--- config.mk ---
export PLATFORM = sky130hd
export DESIGN_NAME = smooth_cal
export DESIGN_NICKNAME = d
export VERILOG_FILES = /design/src/rtl/smooth_cal_pkg.sv /design/src/rtl/smooth_cal_shadow.sv /design/src/rtl/smooth_cal_window.sv /design/src/rtl/smooth_cal_pulse.sv /design/src/rtl/smooth_cal.sv
export SDC_FILE = /design/constraint.sdc
export NUM_CORES = 1
export LEC_CHECK = 0
export BUFFER_PORTS_ARGS = -buffer_cell sky130_fd_sc_hd__buf_2
export CORE_ASPECT_RATIO = 0.6
export CORE_MARGIN = 5
export CORE_UTILIZATION = 45
export DETAILED_ROUTE_END_ITERATION = 12
export SKIP_LAST_GASP = 1
export SLEW_MARGIN = 20
export SYNTH_ARGS = -nofsm -noshare
export SYNTH_HDL_FRONTEND = slang
export SYNTH_SLANG_ARGS = --single-unit
--- constraint.sdc ---
create_clock -name clk -period 4.13 [get_ports clk]
set_input_delay 0.826 -clock clk [delete_from_list [all_inputs] [get_ports clk]]
set_output_delay 0.826 -clock clk [all_outputs]
set_load 0.01 [all_outputs]
--- src/rtl/smooth_cal_pkg.sv ---
package smooth_cal_pkg;

    localparam int CAL_W = 9;

    typedef enum logic [1:0] {
        SPAN_FULL    = 2'd0,
        SPAN_HALF    = 2'd1,
        SPAN_QUARTER = 2'd2
    } span_t;

    typedef struct packed {
        logic [CAL_W-1:0] sub;
        logic             add;
        span_t            span;
        logic             lp;
    } cal_cfg_t;

    typedef struct packed {
        logic remove;
        logic insert;
    } pulse_act_t;

    function automatic span_t pick_span(input logic w8, input logic w16);
        if (w8) begin
            return SPAN_QUARTER;
        end
        if (w16) begin
            return SPAN_HALF;
        end
        return SPAN_FULL;
    endfunction

    function automatic logic [CAL_W-1:0] trim_sub(input logic [CAL_W-1:0] v, input span_t s);
        logic [CAL_W-1:0] keep;
        keep = {CAL_W{1'b1}} << s;
        return v & keep;
    endfunction

    function automatic logic [CAL_W-1:0] rev_field(input logic [CAL_W-1:0] v);
        logic [CAL_W-1:0] r;
        for (int i = 0; i < CAL_W; i++) begin
            r[i] = v[CAL_W-1-i];
        end
        return r;
    endfunction

endpackage

--- src/rtl/smooth_cal_shadow.sv ---
module smooth_cal_shadow
    import smooth_cal_pkg::*;
(
    input  logic     clk,
    input  logic     rst,
    input  logic     wr,
    input  cal_cfg_t cfg_in,
    input  logic     wrap,
    output cal_cfg_t cfg_act,
    output logic     busy
);

    cal_cfg_t pend_q;
    cal_cfg_t act_q;
    logic     busy_q;

    always_ff @(posedge clk) begin
        if (rst) begin
            pend_q <= '0;
            act_q  <= '0;
            busy_q <= 1'b0;
        end else begin
            if (wr) begin
                pend_q <= cfg_in;
            end
            if (wrap) begin
                act_q  <= wr ? cfg_in : pend_q;
                busy_q <= 1'b0;
            end else if (wr) begin
                busy_q <= 1'b1;
            end
        end
    end

    assign cfg_act = act_q;
    assign busy    = busy_q;

endmodule

--- src/rtl/smooth_cal_window.sv ---
module smooth_cal_window
    import smooth_cal_pkg::*;
#(
    parameter int WIN_BITS = 20
) (
    input  logic                clk,
    input  logic                rst,
    input  logic                step,
    input  span_t               span,
    output logic [WIN_BITS-1:0] phase,
    output logic                wrap
);

    logic [WIN_BITS-1:0] cnt_q;
    logic [WIN_BITS-1:0] last;

    always_comb begin
        last = {WIN_BITS{1'b1}} >> span;
        wrap = step && (cnt_q == last);
    end

    always_ff @(posedge clk) begin
        if (rst) begin
            cnt_q <= '0;
        end else if (step) begin
            cnt_q <= wrap ? '0 : cnt_q + 1'b1;
        end
    end

    assign phase = cnt_q;

endmodule

--- src/rtl/smooth_cal_pulse.sv ---
module smooth_cal_pulse
    import smooth_cal_pkg::*;
#(
    parameter int WIN_BITS = 20
) (
    input  logic                clk,
    input  logic                rst,
    input  logic                step,
    input  logic [WIN_BITS-1:0] phase,
    input  cal_cfg_t            cfg_act,
    output logic                tick_en,
    output logic                tick_dbl
);

    localparam int LOW_W = WIN_BITS - CAL_W;

    logic             slot;
    logic [CAL_W-1:0] top_rev;
    pulse_act_t       act;
    logic             en_q;
    logic             dbl_q;

    always_comb begin
        slot       = (phase[LOW_W-1:0] == '0);
        top_rev    = rev_field(phase[WIN_BITS-1 -: CAL_W]);
        act.remove = step && slot && (top_rev < cfg_act.sub);
        act.insert = step && slot && cfg_act.add;
    end

    always_ff @(posedge clk) begin
        if (rst) begin
            en_q  <= 1'b0;
            dbl_q <= 1'b0;
        end else begin
            en_q  <= !(act.remove && !act.insert);
            dbl_q <= act.insert && !act.remove;
        end
    end

    assign tick_en  = en_q;
    assign tick_dbl = dbl_q;

endmodule

--- src/rtl/smooth_cal.sv ---
module smooth_cal
    import smooth_cal_pkg::*;
#(
    parameter int WIN_BITS = 20
) (
    input  logic             clk,
    input  logic             rst,
    input  logic             apre_tick,
    input  logic             cfg_wr,
    input  logic [CAL_W-1:0] cfg_sub,
    input  logic             cfg_add,
    input  logic             cfg_w8,
    input  logic             cfg_w16,
    input  logic             cfg_lp,
    output logic             busy,
    output logic             tick_en,
    output logic             tick_dbl
);

    cal_cfg_t            cfg_new;
    cal_cfg_t            cfg_act;
    logic                step;
    logic                win_wrap;
    logic [WIN_BITS-1:0] phase;

    always_comb begin
        cfg_new.span = pick_span(cfg_w8, cfg_w16);
        cfg_new.sub  = trim_sub(cfg_sub, cfg_new.span);
        cfg_new.add  = cfg_add;
        cfg_new.lp   = cfg_lp;
        step         = cfg_act.lp ? apre_tick : 1'b1;
    end

    smooth_cal_shadow u_shadow (
        .clk    (clk),
        .rst    (rst),
        .wr     (cfg_wr),
        .cfg_in (cfg_new),
        .wrap   (win_wrap),
        .cfg_act(cfg_act),
        .busy   (busy)
    );

    smooth_cal_window #(.WIN_BITS(WIN_BITS)) u_window (
        .clk  (clk),
        .rst  (rst),
        .step (step),
        .span (cfg_act.span),
        .phase(phase),
        .wrap (win_wrap)
    );

    smooth_cal_pulse #(.WIN_BITS(WIN_BITS)) u_pulse (
        .clk     (clk),
        .rst     (rst),
        .step    (step),
        .phase   (phase),
        .cfg_act (cfg_act),
        .tick_en (tick_en),
        .tick_dbl(tick_dbl)
    );

endmodule

# [After elaboration in Yosys (flattened, before gate mapping)]
# Index checks and enable logic that the tools add are counted.
[classes] n_shift=2 n_addsub=1 magnitude_cmp=1 muxes=10 n_eq_ne=1 reduce_logical=11 n_bitwise=1
[ops] cell="$add A20 B1 Y20 const B" count=1
[ops] cell="$eq A20 B20 Y1" count=1
[ops] cell="$mux W20" count=1
[ops] cell="$shr A20 B2 Y20 const A" count=1
[ops] cell="$mux W13" count=1
[ops] cell="$logic_not A11 Y1" count=1
[ops] cell="$and A9 B9 Y9" count=1
[ops] cell="$lt A9 B9 Y1" count=1
[ops] cell="$shl A9 B2 Y9 const A" count=1
[ops] cell="$mux W2" count=4
[ops] cell="$logic_and A1 B1 Y1" count=6
[ops] cell="$mux W1" count=4
[ops] cell="$logic_not A1 Y1" count=3
[ops] cell="$reduce_or A2 Y1" count=1
[totals] register_bits=49 in_bits=17 word_cells=39

# [Longest topological paths before layout]
# Gate-level depths: netlist (run 1).
[depth] ltp_word=7 mapped_depth=6 mapped_depth_nobuf=6

# [By module]
# A second synthesis (run 1) with hierarchy kept.
[hier_totals] cells_unflattened=248 area_unflattened_um2=2274.7
[by_module_without_submodules] module="smooth_cal_window" instances=1 area_each_um2=1009.7 cells_per_inst=114
[by_module_without_submodules] module="smooth_cal_shadow" instances=1 area_each_um2=934.6 cells_per_inst=89
[by_module_without_submodules] module="smooth_cal_pulse" instances=1 area_each_um2=295.3 cells_per_inst=40
[by_module_without_submodules] module="smooth_cal" instances=1 area_each_um2=35.0 cells_per_inst=5

# [Least setup slack after synthesis (run 1)]
# OpenSTA, ideal clock, no wires.
[synth_path] path_type="input to register" start="input port apre_tick" end="register u_shadow.act_q (netlist bit u_shadow.cfg_act[0])" setup_ps=123 path_stages=5 arrival_time_ps=2067 required_ps=4007 n_path_buf=1 setup_slack_ps=1940 path_cell_list="nor2b_1 > or3_1 > a211oi_2 > buf_2 > mux2_1"
[synth_between] elab_chain_cells=2
[synth_lines] element="start, declared" line_no="smooth_cal.sv:8" text="input logic apre_tick,"
[synth_lines] element="$mux W1" line_no="smooth_cal.sv:31" text="step = cfg_act.lp ? apre_tick : 1'b1;"
[synth_lines] element="$logic_and A1 B1 Y1" line_no="smooth_cal_window.sv:19" text="wrap = step && (cnt_q == last);"
[synth_lines] element="end signal, assigned" line_no="smooth_cal_shadow.sv:27" text="act_q <= wr ? cfg_in : pend_q;"
[synth_lines] element="end, declared" line_no="smooth_cal_shadow.sv:14" text="cal_cfg_t act_q;"
# No other way between the ends.
# A chain may end at the register's enable or synchronous reset.

# [Worst setup path after layout (run 1)]
[layout_path] start="register u_window.cnt_q[1], in the netlist u_window.phase[1]" end="register u_window.cnt_q[4], in the netlist u_window.phase[4]"
[layout_between] elab_chain_cells=3 elab_cells_between_ends=4 cone_classes="add/sub (1); eq/ne (1); mux (1); reduce/logical (1)"
[layout_lines] element="start, declared" line_no="smooth_cal_window.sv:14" text="logic [WIN_BITS-1:0] cnt_q;"
[layout_lines] element="start signal, assigned" line_no="smooth_cal_window.sv:26" text="cnt_q <= wrap ? '0 : cnt_q + 1'b1;"
[layout_lines] element="parallel branches: the longest is 2 deep, another holds $add A20 B1 Y20"
[layout_lines] element="$mux W20 (*)" line_no="smooth_cal_window.sv:26"
# Mark *: on every way between the ends.

==> results of run 1 <==
path summary, 6_finish.rpt:
| check | slack (ns) | to | cells past startpoint | from |
|---|---|---|---|---|
| worst max-delay path | 1.56 | u_window.phase[4] | 6 | u_window.phase[1] |
| worst min-delay path | 0.47 | u_shadow.pend_q[1] | 2 | u_shadow.pend_q[1] |
| worst max register to register | 1.56 | u_window.phase[4] | 6 | u_window.phase[1] |
| worst min register to register | 0.47 | u_shadow.pend_q[1] | 2 | u_shadow.pend_q[1] |
power groups by stage:
stage	logic, mW	registers, mW	clock network [mW]
after floorplan	0.0375	0.502	0
after CTS	0.0529	0.492	0.362
after detailed placement	0.0526	0.503	0
after global routing	0.0602	0.495	0.382
final	0.0522	0.492	0.354
after global placement	0.0518	0.503	0
synth_stat cells, types with 2 or more instances:
cell / number
dfxtp_1: 49
nor2_1: 26
mux2_1: 13
nor3_1: 13
inv_1: 11
mux2i_1: 11
ha_1: 10
nand2_1: 10
nand3_1: 9
a21oi_1: 8
clkbuf_1: 8
nand4_1: 8
nor2b_1: 8
o21ai_0: 8
or3_1: 7
xor2_1: 7
a211oi_1: 4
o31ai_1: 4
a211oi_2: 3
nand2b_1: 3
nand3b_1: 3
nor4_1: 3
xnor2_1: 3
and3_1: 2
buf_6: 2
nor3b_1: 2
o211ai_1: 2
or4_4: 2
flip-flops by register name, indices dropped and copies added, names as in the netlist:
| name | cells |
|---|---|
| u_shadow.pend_q | 13 |
| u_pulse.tick_en | 1 |
| u_pulse.tick_dbl | 1 |
| u_window.phase | 20 |
| u_shadow.cfg_act | 13 |
| u_shadow.busy | 1 |
cell families after synthesis:
group,count (synthesis)
flops,49
xor+xnor,10
simple gates,108
mux,24
compound gates,34
fa+ha+maj,10
buf+inv,26
placed cells by master (no fill, tap or decap), drive strengths merged, types with 2 or more instances in the layout:
cell type	synthesis	final
a211oi	7	7
a21oi	8	8
and3	3	3
buf	5	20
clkbuf	8	7
dfxtp	49	49
ha	10	10
inv	11	11
mux2	13	13
mux2i	11	11
nand2	10	10
nand2b	3	3
nand3	9	9
nand3b	3	3
nand4	9	9
nor2	26	26
nor2b	8	8
nor3	13	13
nor3b	2	2
nor4	3	3
o211ai	2	2
o21ai	8	8
o31ai	4	4
or3	7	7
or4	3	3
xnor2	3	3
xor2	7	7
critical path: cells and delay by family, from the launching register on:
kind / cells / cell delay, ns
DFF: 1 / 0.38
adders and majority gates: 1 / 0.24
buffers and inverters: 1 / 0.34
AOI/OAI and AO/OA: 1 / 0.90
and+or+nand+nor: 3 / 0.55
layer usage:
layer  wire length, um  vias up  global-route usage  share of wire
li1                  -      955                   -              -
met1              2660      856               0.226           0.54
met2              1980       27               0.215           0.40
met3               257        2              0.0368          0.052
met4                27        0              0.0436         0.0055
met5                 0        -                   0              0
layout make-up:
class | count | share of cell area
Inverter | 12 | 0.0171
Sequential cell | 49 | 0.371
Clock inverter | 1 | 0.0114
Multi-Input combinational cell | 186 | 0.497
Timing Repair Buffer | 20 | 0.0388
Tap cell | 66 | 0.0313
Clock buffer | 7 | 0.0327
metrics by stage:
stage | area, um2 | std cells
2_1_floorplan | 2410 | 261
3_3_place_gp | 2520 | 333
3_5_place_dp | 2520 | 333
4_1_cts | 2640 | 341
5_1_grt | 2640 | 341
6_report | 2640 | 341
==> impl_metrics.toml, run 1 <==
[run_status]
status = "finished, final reports clean"

[cts]
cts_tree = "done"
ctsLongestPathBuffers = 2
cts.sinks = 49
ctsResizeCount = 0
clk_pin_slew_worst_paths_ns = 0.09
cts-root-buf = "clkbuf_8"
worstSkewPairLatency_ns = 0.30
postCtsSetupBuffers = 0
hold_buffers = 0
h-tree-depth = 2
tritoncts.num_buffers = 5

[place]
port_buffers = 19
hpwl_mm = 3.49
gp_congestion = 0.795
dp_slack_ns = 1.25

[cells_and_area]
multi_input_area_um2 = 1310
area_growth_pct = 9.61
ff_latch_area_um2 = 981
final_util = 0.515
fill_cells = 490
nNetsFinal = 301
diodes = 0
drive_gt1_frac = 0.127

[worst_setup_path]
critical_path_class = "flip-flop to flip-flop"
cp_slowest_stage_delay_ns = 0.90
cp.required_ns = 4.28
end_kind = "flip-flop"
crit_fanout = 18
start_kind = "flip-flop"
cp_slowest_cell = "a211oi_4"
path_cells = "ha_1, and3_1, nand4b_1, a211oi_4, buf_4, nor3_1"
crit_arrival_ns = 2.72

[timing]
fin_crit_ns = 2.57
setup_viol = 0
fin_ws_ns = 1.56
finalMaxSlewViolations = 0
max_freq_ghz = 0.390
fin_crit_sh = 0.621
hold_violations = 0
worst_hold_slack_ns = 0.474
rsz0062_at_grt = "no"
tns_ns = 0
clock_skew_ns = 0.00885
relSlewSlack = 0.358
tightest_slew_ns = 0.963

[power_and_ir_drop]
p_leak_nw = 1.02
vdd_ir_drop_max_v = 0.000142
power_frac_clock = 0.394
finalPower_mw = 0.898
switchingPower_mw = 0.193
pwr-share-comb = 0.058
power_frac_seq = 0.548
internal-power_mw = 0.705
swShare = 0.215
power.density_nw_per_um2 = 340

[yosys]
synth_top_family_by_area = "simple AND/OR/NAND/NOR gates"
ys_seq_elements = 49
yosys_most_used_dff = "dfxtp_1"
syn_inst = 261
syn-cell-area_um2 = 2410
ys_top_cells_by_area = "dfxtp_1, mux2_1, ha_1"
synth_compound_area_frac = 0.0966
synth.net_count = 288
synth.distinct_cells = 50
avgSynthCellArea_um2 = 9.23
netlist.area_leader.share = 0.407
yosysWarnings = 0
yosysSeqAreaShare = 0.407
synth-async-reset-ratio = 0
synth_fa_ha_area_frac = 0.0519
synth_simple_gate_area_frac = 0.251
muxShareOfSynthArea = 0.106
post-synth-top-area-cell = "dfxtp_1"
synthXorXnorAreaFrac = 0.0363
synth_edf_count = 0

[global_route]
grt_pass1_vias = 1724
grt_pass1_wl_mm = 8.41
grt_remaining_overflow = 0
antenna_found_initial = 0
grtUsageTotal = 0.152
grt_max_degree = 53

[detailed_routing]
vias = 1840
first_iter_violations = 127
drt-total-wl_mm = 4.93
routedWlPerCell_um = 14.4
drc = 0
routed_via_density = 5.40
dr.pass1.iters = 4
drtAntennaViolNets = 0

[floorplan]
coreArea_um2 = 5130
num_rows = 20
dieWidth_um = 104
start_util = 0.470
boundaryPins = 20
die_area_um2 = 6970
die_h_um = 66.7

[min_path]
min_path_type = "flip-flop to flip-flop"

[flow_run]
cap_viol_max_count = 0
Note: power is estimated with default switching activity, not from simulation.
==> run 2, diff against run 1 <==
Settings changed: ABC_AREA set to 1, PLACE_DENSITY set to 0.65.
Clock period 4.13 ns to 2.15 ns, I/O delays scaled along.
==> impl_metrics.toml, run 2 <==
[cts]
ctsResizeCount = 0
ctsLongestPathBuffers = 2
clk_pin_slew_worst_paths_ns = 0.09
worstSkewPairLatency_ns = 0.31
tritoncts.num_buffers = 5
cts.sinks = 49
hold_buffers = 0
postCtsSetupBuffers = 0
cts-root-buf = "clkbuf_8"
cts_tree = "done"
h-tree-depth = 2

[yosys]
yosysSeqAreaShare = 0.390
yosys_most_used_dff = "dfxtp_1"
netlist.area_leader.share = 0.390
ys_top_cells_by_area = "dfxtp_1, nor2_1, nand2_1"
ys_top_cells_by_count = "nor2_1, nand2_1, dfxtp_1, inv_1, nand3_1"
synth.most_common_cell = "nor2_1"
ys_seq_elements = 49
avgSynthCellArea_um2 = 7.21
yosysWarnings = 0
syn-cell-area_um2 = 2520
synth.distinct_cells = 30
synth.net_count = 376
syn_inst = 349
synth-async-reset-ratio = 0
synth_edf_count = 0
post-synth-top-area-cell = "dfxtp_1"

[floorplan]
dieWidth_um = 107
boundaryPins = 20
start_util = 0.458
die_area_um2 = 7240
num_rows = 21
coreArea_um2 = 5490
die_h_um = 67.9

[timing]
tns_ns = 0
tightest_slew_ns = 0.461
rsz0062_at_grt = "no"
max_freq_ghz = 0.578
clock_skew_ns = 0.00658
relSlewSlack = 0.692
fin_crit_sh = 0.805
finalMaxSlewViolations = 0
hold_violations = 0
setup_viol = 0
fin_crit_ns = 1.73

[cells_and_area]
diodes = 0
drive_gt1_frac = 0.202
area_growth_pct = 9.35
instances_no_fill = 440
layout_common_cells = "nor2_1, nand2_1, dfxtp_1, inv_1, buf_2"
mostFrequentLayoutCell = "nor2_1"
largest_reg_flops = 20
fill_cells = 564
nNetsFinal = 397

[min_path]
min_path_type = "input port to flip-flop"
hold-path-cell-count = 3

[detailed_routing]
drtAntennaViolNets = 0
drc = 0
dr.pass1.iters = 4
routed_via_density = 4.79
vias = 2109
routedWlPerCell_um = 11.9
first_iter_violations = 85
drt-total-wl_mm = 5.26

[power_and_ir_drop]
vdd_ir_drop_max_v = 0.000301
p_leak_nw = 1.11
power.density_nw_per_um2 = 596

[place]
gp_congestion = 0.851
hpwl_mm = 4.04
port_buffers = 19
place_inst = 432

[worst_setup_path]
cp_slowest_stage_delay_ns = 0.42
cp.required_ns = 2.39
critical_path_class = "flip-flop to flip-flop"
rr_worst_depth = 7
critical_path_depth = 7
crit_arrival_ns = 1.97
path_cells = "ha_1, nand2_2, nor2_4, nand4_2, nor2_4, nor2_1, a21oi_1"
start_kind = "flip-flop"
end_kind = "flip-flop"
cp_slowest_cell = "nor2_4"
cp_common_cell = "nor2_4"
cpLargestDelayFamily = "simple AND/OR/NAND/NOR gates"
crit_fanout = 13
cp_num_buf_inv = 0

[global_route]
antenna_found_initial = 0
grt_pass1_vias = 1875
grt_remaining_overflow = 0
grtUsageTotal = 0.161
grt_max_degree = 25
grt_pass1_wl_mm = 8.94

[flow_run]
cap_viol_max_count = 0

[run_status]
status = "finished, final reports clean"
[run 2: changes by cell type in the layout (fill, tap and decap cells not counted), sizes merged, moves of 7 or more]
cell,before,now
a211oi,7,0
a21oi,8,23
inv,11,48
mux2,13,0
mux2i,11,0
nand2,10,66
nand3,9,19
nor2,26,90
nor2b,8,0
or3,7,0
[run 2: worst paths after layout]
kind	from	endpoint	slack [ns]
worst min-delay path	cfg_sub[5]	u_shadow.pend_q[9]	0.40
worst max-delay path	u_window.phase[1]	u_shadow.cfg_act[12]	0.42
worst min register to register	u_shadow.pend_q[11]	u_shadow.pend_q[11]	0.49
worst max register to register	u_window.phase[1]	u_shadow.cfg_act[12]	0.42
[run 2: stage by stage]
stage                     power [mW]  hold WS [ns]  instance area, um2  worst slack (ns)  utilization
after global placement          1.07         0.467                2650             0.470        0.483
after floorplan                 1.04         0.456                2520             0.712            -
after CTS                       1.66         0.392                2750             0.396        0.501
after detailed placement        1.07         0.474                2650             0.397        0.483
final                           1.64         0.402                2750             0.419        0.501
after global routing            1.73         0.391                2750             0.250        0.501
[run 2: layer usage]
layer / up-vias / part of all wire / track usage
met3: 7 / 0.057 / 0.0528
met5: - / 0 / 0
met2: 35 / 0.37 / 0.227
met4: 0 / 0.012 / 0.0526
met1: 941 / 0.56 / 0.231
li1: 1126 / - / -
[run 2: worst min-delay path: cells and delay by family]
kind | cells | cell delay [ns]
and+or+nand+nor | 2 | 0.15
buffers and inverters | 1 | 0.09
[run 2: area by class of cell]
type / count / area, um2 / area share
clock buffers: 6 / 82.6 / 0.0300
clock inverters: 2 / 17.5 / 0.00637
inverters: 48 / 180 / 0.0655
multi-input cells: 245 / 1290 / 0.470
flip-flops and latches: 49 / 981 / 0.357
well taps: 69 / 86.3 / 0.0314
repair buffers: 21 / 110 / 0.0400
[run 2: cell families after synthesis]
kind of cell / count (synthesis) / share of synthesized area
and+or+nand+nor: 196 / 0.355
DFF: 49 / 0.390
AOI/OAI and AO/OA: 32 / 0.0850
buffers and inverters: 55 / 0.0960
adders and majority gates: 10 / 0.0497
xor gates and xnor gates: 7 / 0.0244
[run 2: power by group]
part           switching [mW]  total (mW)  internal [mW]
sequential             0.0106       0.939          0.929
combinational          0.0698       0.109         0.0392
clock                   0.325       0.593          0.267
total                   0.406        1.64           1.24
